[src/rtl/mvbp_pkg.sv]
package mvbp_pkg;

    // Default configuration of the predictor.
    localparam int DEF_PC_W    = 32;
    localparam int DEF_IDX_W   = 4;
    localparam int DEF_ALIGN_W = 2;
    localparam int DEF_LINE_W  = 0;
    localparam int DEF_HIST_W  = 3;

    // Encoding of a branch outcome bit.
    typedef enum logic {
        OUT_NOT_TAKEN = 1'b0,
        OUT_TAKEN     = 1'b1
    } outcome_e;

    // Lowest PC bit that feeds the entry index.
    function automatic int index_lsb(int align_w, int line_w);
        return align_w + line_w;
    endfunction

    // Number of set history bits needed for a taken guess: strict majority.
    // Even lengths therefore resolve a tie to not taken.
    function automatic int votes_needed(int hist_w);
        return (hist_w / 2) + 1;
    endfunction

endpackage

[src/rtl/mvbp_index.sv]
module mvbp_index #(
    parameter int PC_W    = mvbp_pkg::DEF_PC_W,
    parameter int IDX_W   = mvbp_pkg::DEF_IDX_W,
    parameter int ALIGN_W = mvbp_pkg::DEF_ALIGN_W,
    parameter int LINE_W  = mvbp_pkg::DEF_LINE_W
) (
    input  logic [PC_W-1:0]  pc,
    output logic [IDX_W-1:0] idx
);
    localparam int LSB = mvbp_pkg::index_lsb(ALIGN_W, LINE_W);

    // Slice the index out of the PC; everything else is dropped.
    assign idx = pc[LSB +: IDX_W];

    logic unused_pc_parity;
    assign unused_pc_parity = ^pc;

endmodule

[src/rtl/mvbp_vote.sv]
module mvbp_vote #(
    parameter int HIST_W = mvbp_pkg::DEF_HIST_W
) (
    input  logic [HIST_W-1:0] hist,
    output mvbp_pkg::outcome_e guess
);
    localparam int CNT_W  = $clog2(HIST_W + 1);
    localparam int NEEDED = mvbp_pkg::votes_needed(HIST_W);

    logic [CNT_W-1:0] ones;

    always_comb begin
        ones = '0;
        for (int b = 0; b < HIST_W; b++) begin
            ones = ones + CNT_W'(hist[b]);
        end
    end

    assign guess = (int'(ones) >= NEEDED) ? mvbp_pkg::OUT_TAKEN
                                          : mvbp_pkg::OUT_NOT_TAKEN;

endmodule

[src/rtl/mvbp_hist_table.sv]
module mvbp_hist_table #(
    parameter int IDX_W  = mvbp_pkg::DEF_IDX_W,
    parameter int HIST_W = mvbp_pkg::DEF_HIST_W
) (
    input  logic               clk,
    input  logic               rst,
    input  logic               wr_en,
    input  logic [IDX_W-1:0]   wr_idx,
    input  mvbp_pkg::outcome_e wr_bit,
    input  logic [IDX_W-1:0]   rd_idx,
    output logic [HIST_W-1:0]  rd_hist
);
    localparam int DEPTH = 1 << IDX_W;

    logic [HIST_W-1:0] hist_q [DEPTH];
    logic [HIST_W-1:0] wr_cur;
    logic [HIST_W-1:0] wr_next;

    assign wr_cur = hist_q[wr_idx];

    // Shift the resolved outcome in at bit 0; the oldest bit falls off.
    generate
        if (HIST_W == 1) begin : g_single
            logic unused_cur;
            assign unused_cur = wr_cur[0];
            assign wr_next = wr_bit;
        end else begin : g_shift
            logic unused_oldest;
            assign unused_oldest = wr_cur[HIST_W-1];
            assign wr_next = {wr_cur[HIST_W-2:0], wr_bit};
        end
    endgenerate

    generate
        for (genvar e = 0; e < DEPTH; e++) begin : g_entry
            always_ff @(posedge clk) begin
                if (rst) begin
                    hist_q[e] <= '0;
                end else if (wr_en && (wr_idx == IDX_W'(e))) begin
                    hist_q[e] <= wr_next;
                end
            end
        end
    endgenerate

    // Read is combinational: same-cycle updates are seen one cycle later.
    assign rd_hist = hist_q[rd_idx];

endmodule

[src/rtl/mvbp_predictor.sv]
module mvbp_predictor #(
    parameter int PC_W    = mvbp_pkg::DEF_PC_W,
    parameter int IDX_W   = mvbp_pkg::DEF_IDX_W,
    parameter int ALIGN_W = mvbp_pkg::DEF_ALIGN_W,
    parameter int LINE_W  = mvbp_pkg::DEF_LINE_W,
    parameter int HIST_W  = mvbp_pkg::DEF_HIST_W
) (
    input  logic              clk,
    input  logic              rst,
    input  logic [PC_W-1:0]   lk_pc,
    output logic              lk_taken,
    output logic [HIST_W-1:0] lk_hist,
    input  logic              up_valid,
    input  logic [PC_W-1:0]   up_pc,
    input  logic              up_taken
);
    logic [IDX_W-1:0]   lk_idx;
    logic [IDX_W-1:0]   up_idx;
    mvbp_pkg::outcome_e up_outcome;
    mvbp_pkg::outcome_e guess;

    assign up_outcome = up_taken ? mvbp_pkg::OUT_TAKEN : mvbp_pkg::OUT_NOT_TAKEN;

    mvbp_index #(
        .PC_W(PC_W), .IDX_W(IDX_W), .ALIGN_W(ALIGN_W), .LINE_W(LINE_W)
    ) u_lk_index (
        .pc  (lk_pc),
        .idx (lk_idx)
    );

    mvbp_index #(
        .PC_W(PC_W), .IDX_W(IDX_W), .ALIGN_W(ALIGN_W), .LINE_W(LINE_W)
    ) u_up_index (
        .pc  (up_pc),
        .idx (up_idx)
    );

    mvbp_hist_table #(
        .IDX_W(IDX_W), .HIST_W(HIST_W)
    ) u_table (
        .clk     (clk),
        .rst     (rst),
        .wr_en   (up_valid),
        .wr_idx  (up_idx),
        .wr_bit  (up_outcome),
        .rd_idx  (lk_idx),
        .rd_hist (lk_hist)
    );

    mvbp_vote #(
        .HIST_W(HIST_W)
    ) u_vote (
        .hist  (lk_hist),
        .guess (guess)
    );

    assign lk_taken = (guess == mvbp_pkg::OUT_TAKEN);

endmodule

[config.mk]
export PLATFORM = sky130hd
export DESIGN_NAME = mvbp_predictor
export DESIGN_NICKNAME = d
export VERILOG_FILES = /design/src/rtl/mvbp_pkg.sv /design/src/rtl/mvbp_index.sv /design/src/rtl/mvbp_vote.sv /design/src/rtl/mvbp_hist_table.sv /design/src/rtl/mvbp_predictor.sv
export SDC_FILE = /design/constraint.sdc
export NUM_CORES = 1
export LEC_CHECK = 0
export BUFFER_PORTS_ARGS = -buffer_cell sky130_fd_sc_hd__buf_2
export CORE_AREA = 2 2 78 80
export DETAILED_ROUTE_END_ITERATION = 12
export DIE_AREA = 0 0 80 82
export MAX_ROUTING_LAYER = met4
export PLACE_DENSITY = 0.69
export SYNTH_ARGS = -nofsm -noshare
export SYNTH_HDL_FRONTEND = slang
export SYNTH_SLANG_ARGS = --single-unit
[constraint.sdc]
create_clock -name clk -period 3.2 [get_ports clk]
set_clock_uncertainty 0.2 [all_clocks]
set_input_delay 0.48 -clock clk [delete_from_list [all_inputs] [get_ports clk]]
set_output_delay 0.48 -clock clk [all_outputs]
set_load 0.01 [all_outputs]
==> results of run 1 <==
==> through the flow <==
step	instances	area [um2]
floorplan	176	2490
global placement	252	2610
detailed placement	252	2610
CTS	260	2690
global route	260	2690
finish	260	2690
==> path summary, 6_finish.rpt <==
kind | to | slack (ns)
max reg2reg | u_table.hist_q[6][2] | 1.59
min reg2reg | u_table.hist_q[1][2] | 0.67
max | lk_taken | 0.19
min | u_table.hist_q[6][0] | 0.47
==> area by class of cell <==
cell class | count | area (um2) | share of cell area, %
repair buffers | 17 | 103 | 3.81
multi-input cells | 112 | 973 | 36.2
well taps | 75 | 93.8 | 3.49
clock inverters | 1 | 3.75 | 0.139
flip-flops and latches | 48 | 1440 | 53.6
clock buffers | 7 | 76.3 | 2.84
==> layout by cell type (no fill, tap or decap), drive strengths merged, types with 2 or more instances in the layout <==
master / synthesis / final
nor2: 49 / 49
edfxtp: 48 / 48
mux4: 23 / 23
buf: 4 / 17
a21o: 13 / 13
nand2: 12 / 12
clkbuf: 12 / 7
a31o: 4 / 4
nor2b: 2 / 2
and3b: 2 / 2
nand2b: 2 / 2
==> metal layers <==
| metal | share of wire (%) | global-route usage [%] |
|---|---|---|
| met5 | 0 | - |
| met1 | 41 | 22.7 |
| met4 | 2.1 | 7.63 |
| met2 | 51 | 28.1 |
| met3 | 6.1 | 3.08 |
==> cells by family after synthesis <==
group	share of synthesized area [%]
AND/OR/NAND/NOR	12.0
flip-flops	58.0
multiplexers	21.3
AO/OA/AOI/OAI	5.33
buffers and inverters	2.87
adder cells (fa/ha/maj)	0.503
==> where the power goes <==
part / total, W / internal, W / switching (W) / leakage (nW)
clock: 0.000337 / 0.000152 / 0.000185 / 0.0399
sequential: 0.000731 / 0.000719 / 0.0000119 / 0.488
combinational: 0.000154 / 0.0000728 / 0.0000811 / 0.438
==> tightest hold or removal path, delay by kind of cell <==
family | cells | cell delay, ns
AND/OR/NAND/NOR | 2 | 0.22
buffers and inverters | 1 | 0.15
==> metrics.md, run 1 <==
| Metric | Value |
|---|---|
| Pwr/cell area | `454 mW/mm2` |
| Worst min path class | `in2reg` |
| Fillers | `533` |
| Worst R2R Path Depth | `3` |
| Final Slew Violations | `0` |
| Setup CP Type | `in2out` |
| Crit path DAT | `2.33 ns` |
| Total chip power | `0.00122 W` |
| Synth Register Bits | `48` |
| Number of global-route vias before repair | `1584` |
| Warnings from Yosys | `0` |
| # Post-CTS Setup Buffers | `0` |
| Avg Inst Size Synth | `14.1 um2` |
| Num rows | `28` |
| GRT Residual Overflow | `0` |
| Area fraction of the dominant cell type after synthesis | `58.0%` |
| Post_cts resized | `0` |
| Height of the chip | `82 um` |
| Main synth FF type | `edfxtp_1` |
| Hold path depth | `3` |
| Worst setup SP type | `primary input` |
| CTS root buffer | `clkbuf_8` |
| Clk slew on worst S/H paths | `0.08 ns` |
| CTS Buf Count | `5` |
| Net count, final | `253` |
| CTS tree | `done` |
| Worst vdd ir | `0.168 mV` |
| Layout cell share with drive strength beyond 1 | `24.9%` |
| Hold WS | `0.470 ns` |
| Initial antenna violation count | `0` |
| Largest net degree at the start of global routing | `21` |
| Worst Path Required | `2.52 ns` |
| H-Tree Level Count | `2` |
| CP max FO | `9` |
| Initial core utilization | `43.3%` |
| Rel. slew slack | `62.2%` |
| Antenna fix cells | `0` |
| Crit. path cell count | `7` |
| Layout area overhead | `8.25%` |
| RSZ-0062 raised after global routing | `false` |
| CP delay by family, top | `multiplexers` |
| Residual DRC | `0` |
| Via count | `1518` |
| Detailed-placement wirelength estimate | `3610 um` |
| Final Hold Viols | `0` |
| Worst Hold Launch | `up_taken` |
| Clk buf depth | `2` |
| Num ports | `72` |
| DRT Pass-1 Iters | `4` |
| Final core occ | `46.8%` |
| Hold buffer count at cts | `0` |
| First-pass GRT wire length | `8110 um` |
| Core Region | `0.00575 mm2` |
| Wire length per cell | `19.4 um` |
| Synthesized Nets | `245` |
| Top reg by flops | `u_table.hist_q` |
| Sequential area share after synthesis | `58.0%` |
| Critical path startpoint | `lk_pc[2]` |
| Cells after synthesis | `176` |
| Post-Place Worst Slack | `0.177 ns` |
| Largest regs | `u_table.hist_q: 48 flops` |
| Ys async rst share | `0%` |
| Drt total wl | `5040 um` |
| Routed Antenna Nets | `0` |
| Die width | `80 um` |
| FF-to-FF Start | `u_table.hist_q[7][1]` |
| Synth cell count leaders | `49 x nor2_1, 48 x edfxtp_1, 20 x mux4_2, 13 x a21o_1` |
| Max_cap viols | `0` |
| Max reg flops | `48` |
| Synth cell types | `18` |
| Setup violations, final | `0` |
| Fmax | `0.332 GHz` |
| Area of the mapped netlist | `0.00249 mm2` |
| Actual slew at the worst max-slew pin | `0.565 ns` |
| Slowest stage cell, crit path | `mux4_2` |
| 1st-iter DRT viols | `198` |
| Clk_lat worst skew | `0.30 ns` |
| CP endpoint kind | `output port` |
| GRT Total Usage | `17.7%` |
| Leakage | `0.966 nW` |
| Number of flops mapped to enable cells by yosys | `48` |
| Die area | `0.00656 mm2` |
| Status | `complete, no violations` |
| PortBufs | `15` |
| Final setup margin | `0.191 ns` |
| Via density per instance | `5.84` |
| Fin Setup TNS | `0 ns` |
| Buf+Inv Stages, Crit Path | `3` |
| Top post-synthesis cells by area | `edfxtp_1 58%, mux4_2 18%, nor2_1 7.4%` |
| CP max stage delay | `0.53 ns` |
| Critical-path cell list | `buf_2, buf_12, mux4_2, mux4_2, ha_1, a21o_1, buf_2` |
| Area leader, netlist | `edfxtp_1` |
| Part of the cycle the worst path needs | `94.0%` |
| CTS Sinks | `48` |
| Most frequent cell after synthesis | `nor2_1` |
| GPL Wtd Cong | `0.760` |
| Min cycle time layout | `3.01 ns` |
Power figures use the tool's default switching activity.
==> inputs of run 2 (changes only) <==
--- a/config.mk
+++ b/config.mk
@@ -10,7 +10,7 @@
 export DETAILED_ROUTE_END_ITERATION = 12
 export DIE_AREA = 0 0 80 82
 export MAX_ROUTING_LAYER = met4
-export PLACE_DENSITY = 0.69
+export PLACE_DENSITY = 0.79
 export SYNTH_ARGS = -nofsm -noshare
 export SYNTH_HDL_FRONTEND = slang
 export SYNTH_SLANG_ARGS = --single-unit
==> run 2 against run 1 <==
Combinational power about the same. Clock-buffer cell count down 1. Routed wire length up 0.85%. Power up 7.1%. First-iteration DRC count up 31%. Die area unchanged. Critical path depth unchanged. Cell count down 0.38%. Critical endpoint unchanged. Critical path type unchanged. Register-to-register slack about the same. Clock power up 26%. Largest power group unchanged.
==> metrics.md, run 2 (synthesized netlist as in run 1, its figures left out) <==
| Metric | Value |
|---|---|
| Status | `complete, no violations` |
| Largest net degree at the start of global routing | `21` |
| CP delay by family, top | `multiplexers` |
| Initial antenna violation count | `0` |
| Post_cts resized | `0` |
| Hold buffer count at cts | `0` |
| FF-to-FF Start | `u_table.hist_q[11][1]` |
| CP endpoint kind | `output port` |
| CTS Sinks | `48` |
| Setup violations, final | `0` |
| Largest regs | `u_table.hist_q: 48 flops` |
| Leakage | `0.976 nW` |
| DRT Pass-1 Iters | `4` |
| Clk slew on worst S/H paths | `0.08 ns` |
| Min cycle time layout | `3.01 ns` |
| Layout area overhead | `9.06%` |
| Fin Setup TNS | `0 ns` |
| Critical-path cell list | `buf_2, buf_12, mux4_2, mux4_2, ha_1, a21o_1, buf_2` |
| Most common cell after layout, fill and taps aside | `nor2_1` |
| Drt total wl | `5080 um` |
| Antenna fix cells | `0` |
| Max reg flops | `48` |
| Die area | `0.00656 mm2` |
| Max_cap viols | `0` |
| CP max FO | `9` |
| Num rows | `28` |
| Initial core utilization | `43.3%` |
| Via density per instance | `5.97` |
| CTS Buf Count | `5` |
| DR WL met2 | `2530 um` |
| Die width | `80 um` |
| Worst vdd ir | `0.201 mV` |
| Num ports | `72` |
| Core Region | `0.00575 mm2` |
| Final Slew Violations | `0` |
| GPL Wtd Cong | `0.790` |
| Worst min path class | `in2reg` |
| RSZ-0062 raised after global routing | `false` |
| Met3 wire length | `514 um` |
| Crit path DAT | `2.33 ns` |
| Buf+Inv Stages, Crit Path | `3` |
| Pwr/cell area | `483 mW/mm2` |
| CTS tree | `done` |
| Worst setup SP type | `primary input` |
| Critical path startpoint | `lk_pc[2]` |
| # Post-CTS Setup Buffers | `0` |
| Via count | `1547` |
| GRT Residual Overflow | `0` |
| Detailed-placement wirelength estimate | `3620 um` |
| Number of global-route vias before repair | `1529` |
| Setup CP Type | `in2out` |
| CP max stage delay | `0.54 ns` |
| Fmax | `0.332 GHz` |
| H-Tree Level Count | `2` |
| Net count, final | `252` |
| DR top layer | `met4` |
| 1st-iter DRT viols | `259` |
| Rel. slew slack | `40.1%` |
| First-pass GRT wire length | `7580 um` |
| Routed Antenna Nets | `0` |
| Part of the cycle the worst path needs | `94.1%` |
| Top reg by flops | `u_table.hist_q` |
| Slowest stage cell, crit path | `mux4_2` |
| Residual DRC | `0` |
| GRT Total Usage | `16.8%` |
| Wire length per cell | `19.6 um` |
| Clk buf depth | `2` |
| Layout cell share with drive strength beyond 1 | `25.5%` |
| PortBufs | `15` |
| Height of the chip | `82 um` |
| CTS root buffer | `clkbuf_8` |
| Final Hold Viols | `0` |
| R2R setup slack | `1.58 ns` |
| Worst Hold Launch | `up_taken` |
| Final core occ | `47.2%` |
| Most frequent cells in the layout | `49 x nor2_1, 48 x edfxtp_1, 20 x mux4_2` |
| Clk_lat worst skew | `0.30 ns` |
| Worst Path Required | `2.52 ns` |
| Actual slew at the worst max-slew pin | `0.896 ns` |
| Met1 wire length | `1890 um` |
[run 2: changes by cell type in the layout (fill, tap and decap cells not counted), sizes merged]
cell	previous run	this run
buf	17	16
bufinv	0	1
clkbuf	7	6
[run 2: worst register-to-register path: stages (launching register included)]
cell and delay (ns):
edfxtp_1 0.43, mux4_2 0.50, nand2_1 0.16, nor2_1 0.07
[run 2: routing by layer]
metal / track usage [%] / vias to the layer above
met5: - / -
met3: 3.63 / 16
li1: - / 680
met4: 7.63 / 0
met2: 27.9 / 95
met1: 19.8 / 756
[run 2: area by class of cell]
| class | instances | area, um2 |
|---|---|---|
| Clock buffer | 6 | 72.6 |
| Tap cell | 75 | 93.8 |
| Clock inverter | 2 | 35.0 |
| Fill cell | 515 | 3030 |
| Multi-Input combinational cell | 112 | 973 |
| Sequential cell | 48 | 1440 |
| Timing Repair Buffer | 16 | 95.1 |
[run 2: power by group]
group          internal, W  switching [W]  leakage [nW]
Combinational    0.0000724      0.0000818         0.433
Sequential        0.000719      0.0000122         0.488
Clock             0.000232       0.000192        0.0552
Total              0.00102       0.000286         0.976
[run 2: path summary, 6_finish.rpt]
| check | end | cells after the start |
|---|---|---|
| min | u_table.hist_q[8][0] | 3 |
| max | lk_taken | 7 |
| min reg2reg | u_table.hist_q[11][1] | 3 |
| max reg2reg | u_table.hist_q[9][2] | 3 |
[run 2: through the flow]
| step | worst slack [ns] | area, um2 | hold slack (ns) | std cells | total power, W |
|---|---|---|---|---|---|
| after global placement | 0.186 | 2600 | 0.652 | 251 | 0.000895 |
| after floorplan | 0.272 | 2490 | 0.537 | 176 | 0.000852 |
| after detailed placement | 0.173 | 2600 | 0.662 | 251 | 0.000900 |
| after CTS | 0.168 | 2710 | 0.452 | 259 | 0.00131 |
| final | 0.188 | 2710 | 0.471 | 259 | 0.00131 |
| after global routing | 0.126 | 2710 | 0.490 | 259 | 0.00134 |
==> inputs of run 3 (changes only) <==
--- a/config.mk
+++ b/config.mk
@@ -5,12 +5,13 @@
 export SDC_FILE = /design/constraint.sdc
 export NUM_CORES = 1
 export LEC_CHECK = 0
-export BUFFER_PORTS_ARGS = -buffer_cell sky130_fd_sc_hd__buf_2
+export BUFFER_PORTS_ARGS = -buffer_cell sky130_fd_sc_hd__buf_4
 export CORE_AREA = 2 2 78 80
 export DETAILED_ROUTE_END_ITERATION = 12
 export DIE_AREA = 0 0 80 82
 export MAX_ROUTING_LAYER = met4
 export PLACE_DENSITY = 0.79
+export REMOVE_ABC_BUFFERS = 1
 export SYNTH_ARGS = -nofsm -noshare
 export SYNTH_HDL_FRONTEND = slang
 export SYNTH_SLANG_ARGS = --single-unit
==> run 3 against run 2 <==
Clock power fell by 19%. Sequential power about the same. Register-to-register slack about the same. Non-clock buffer count unchanged. Largest cell class unchanged. Setup slack lost 0.0044 ns. First-iteration DRC count fell by 42%. Power shrank 5.6%. Die area is the same. Critical path depth decreased by 1.
==> metrics.md, run 3 (synthesized netlist as in run 1, its figures left out) <==
| Metric | Value |
|---|---|
| Setup violations, final | `0` |
| CTS Buf Count | `5` |
| Die width | `80 um` |
| Residual DRC | `0` |
| Clk slew on worst S/H paths | `0.08 ns` |
| Non-Filler Instances | `259` |
| # Post-CTS Setup Buffers | `0` |
| CP max stage delay | `0.55 ns` |
| Initial core utilization | `43.3%` |
| Worst setup SP type | `primary input` |
| H-Tree Level Count | `2` |
| Num rows | `28` |
| CTS root buffer | `clkbuf_8` |
| Num ports | `72` |
| Antenna fix cells | `0` |
| Critical-path cell list | `buf_4, mux4_2, mux4_2, ha_1, a21o_1, buf_4` |
| Detailed-placement wirelength estimate | `3830 um` |
| Drt total wl | `5290 um` |
| Fmax | `0.331 GHz` |
| First-pass GRT wire length | `8600 um` |
| Layout area overhead | `8.96%` |
| Most common cell after layout, fill and taps aside | `nor2_1` |
| Fin Setup TNS | `0 ns` |
| Hold buffer count at cts | `0` |
| CTS Sinks | `48` |
| Layout cell share with drive strength beyond 1 | `24.5%` |
| Pwr/cell area | `456 mW/mm2` |
| DRT Pass-1 Iters | `4` |
| Largest regs | `u_table.hist_q: 48 flops` |
| Routed Antenna Nets | `0` |
| Total chip power | `0.00124 W` |
| Leakage | `0.968 nW` |
| Max reg flops | `48` |
| Min cycle time layout | `3.02 ns` |
| PortBufs | `15` |
| Initial antenna violation count | `0` |
| Net count, final | `252` |
| Number of global-route vias before repair | `1628` |
| Top reg by flops | `u_table.hist_q` |
| Final Slew Violations | `0` |
| Inst Count DP | `251` |
| GPL Wtd Cong | `0.827` |
| Clk_lat worst skew | `0.30 ns` |
| CTS tree | `done` |
| GRT Total Usage | `18.7%` |
| GRT Residual Overflow | `0` |
| Die area | `0.00656 mm2` |
| Worst vdd ir | `0.202 mV` |
| Slowest stage cell, crit path | `mux4_2` |
| Clk buf depth | `2` |
| Worst min path class | `in2reg` |
| Final setup margin | `0.183 ns` |
| 1st-iter DRT viols | `151` |
| Wire length per cell | `20.4 um` |
| Largest net degree at the start of global routing | `21` |
| Fillers | `531` |
| Final Hold Viols | `0` |
| Worst Path Required | `2.52 ns` |
| Height of the chip | `82 um` |
| Core Region | `0.00575 mm2` |
| Status | `complete, no violations` |
| Final core occ | `47.1%` |
| Part of the cycle the worst path needs | `94.3%` |
| Post_cts resized | `0` |
| CP endpoint kind | `output port` |
| CP max FO | `9` |
| Most frequent cells in the layout | `49 x nor2_1, 48 x edfxtp_1, 20 x mux4_2` |
| Post-Place Worst Slack | `0.167 ns` |
| RSZ-0062 raised after global routing | `false` |
| Max_cap viols | `0` |
| Crit path DAT | `2.34 ns` |
| Rel. slew slack | `61.4%` |
| Via count | `1543` |
| Actual slew at the worst max-slew pin | `0.577 ns` |
| Setup CP Type | `in2out` |
| Via density per instance | `5.96` |
[run 3: layout make-up]
cell class	instances	area, um2	share of cell area (%)
clock buffers	7	76.3	2.82
clock inverters	1	3.75	0.139
multi-input cells	112	973	35.9
flip-flops and latches	48	1440	53.2
well taps	75	93.8	3.46
repair buffers	16	120	4.43
[run 3: path summary, 6_finish.rpt]
check,startpoint,to,slack (ns),cells past startpoint
setup reg to reg,u_table.hist_q[7][1],u_table.hist_q[5][2],1.59,3
hold reg to reg,u_table.hist_q[0][0],u_table.hist_q[0][1],0.68,3
setup / recovery,lk_pc[2],lk_taken,0.18,6
hold / removal,up_taken,u_table.hist_q[8][0],0.40,3
[run 3: worst max-delay path, delay by kind of cell]
kind	cells	cell delay, ns
AO/OA/AOI/OAI	1	0.16
adder cells (fa/ha/maj)	1	0.31
buffers and inverters	2	0.34
multiplexers	2	1.04
[run 3: layer usage]
layer	GRT usage (%)	vias to the layer above	share of wire, %
met5	-	-	0
met2	29.8	68	51
met3	2.75	11	7.7
met1	23.9	787	39
li1	-	677	-
met4	8.98	0	2.5
[run 3: report_power, final]
group / total [W] / switching (W) / internal (W) / leakage (nW)
clock network: 0.000344 / 0.000191 / 0.000152 / 0.0399
logic: 0.000159 / 0.0000808 / 0.0000786 / 0.440
registers: 0.000733 / 0.0000135 / 0.000719 / 0.488
total: 0.00124 / 0.000285 / 0.000950 / 0.968
[run 3: per-stage QoR]
step	hold WS, ns	instance area [um2]
detailed placement	0.660	2630
global route	0.432	2710
floorplan	0.515	2410
CTS	0.404	2710
global placement	0.654	2630
finish	0.398	2710
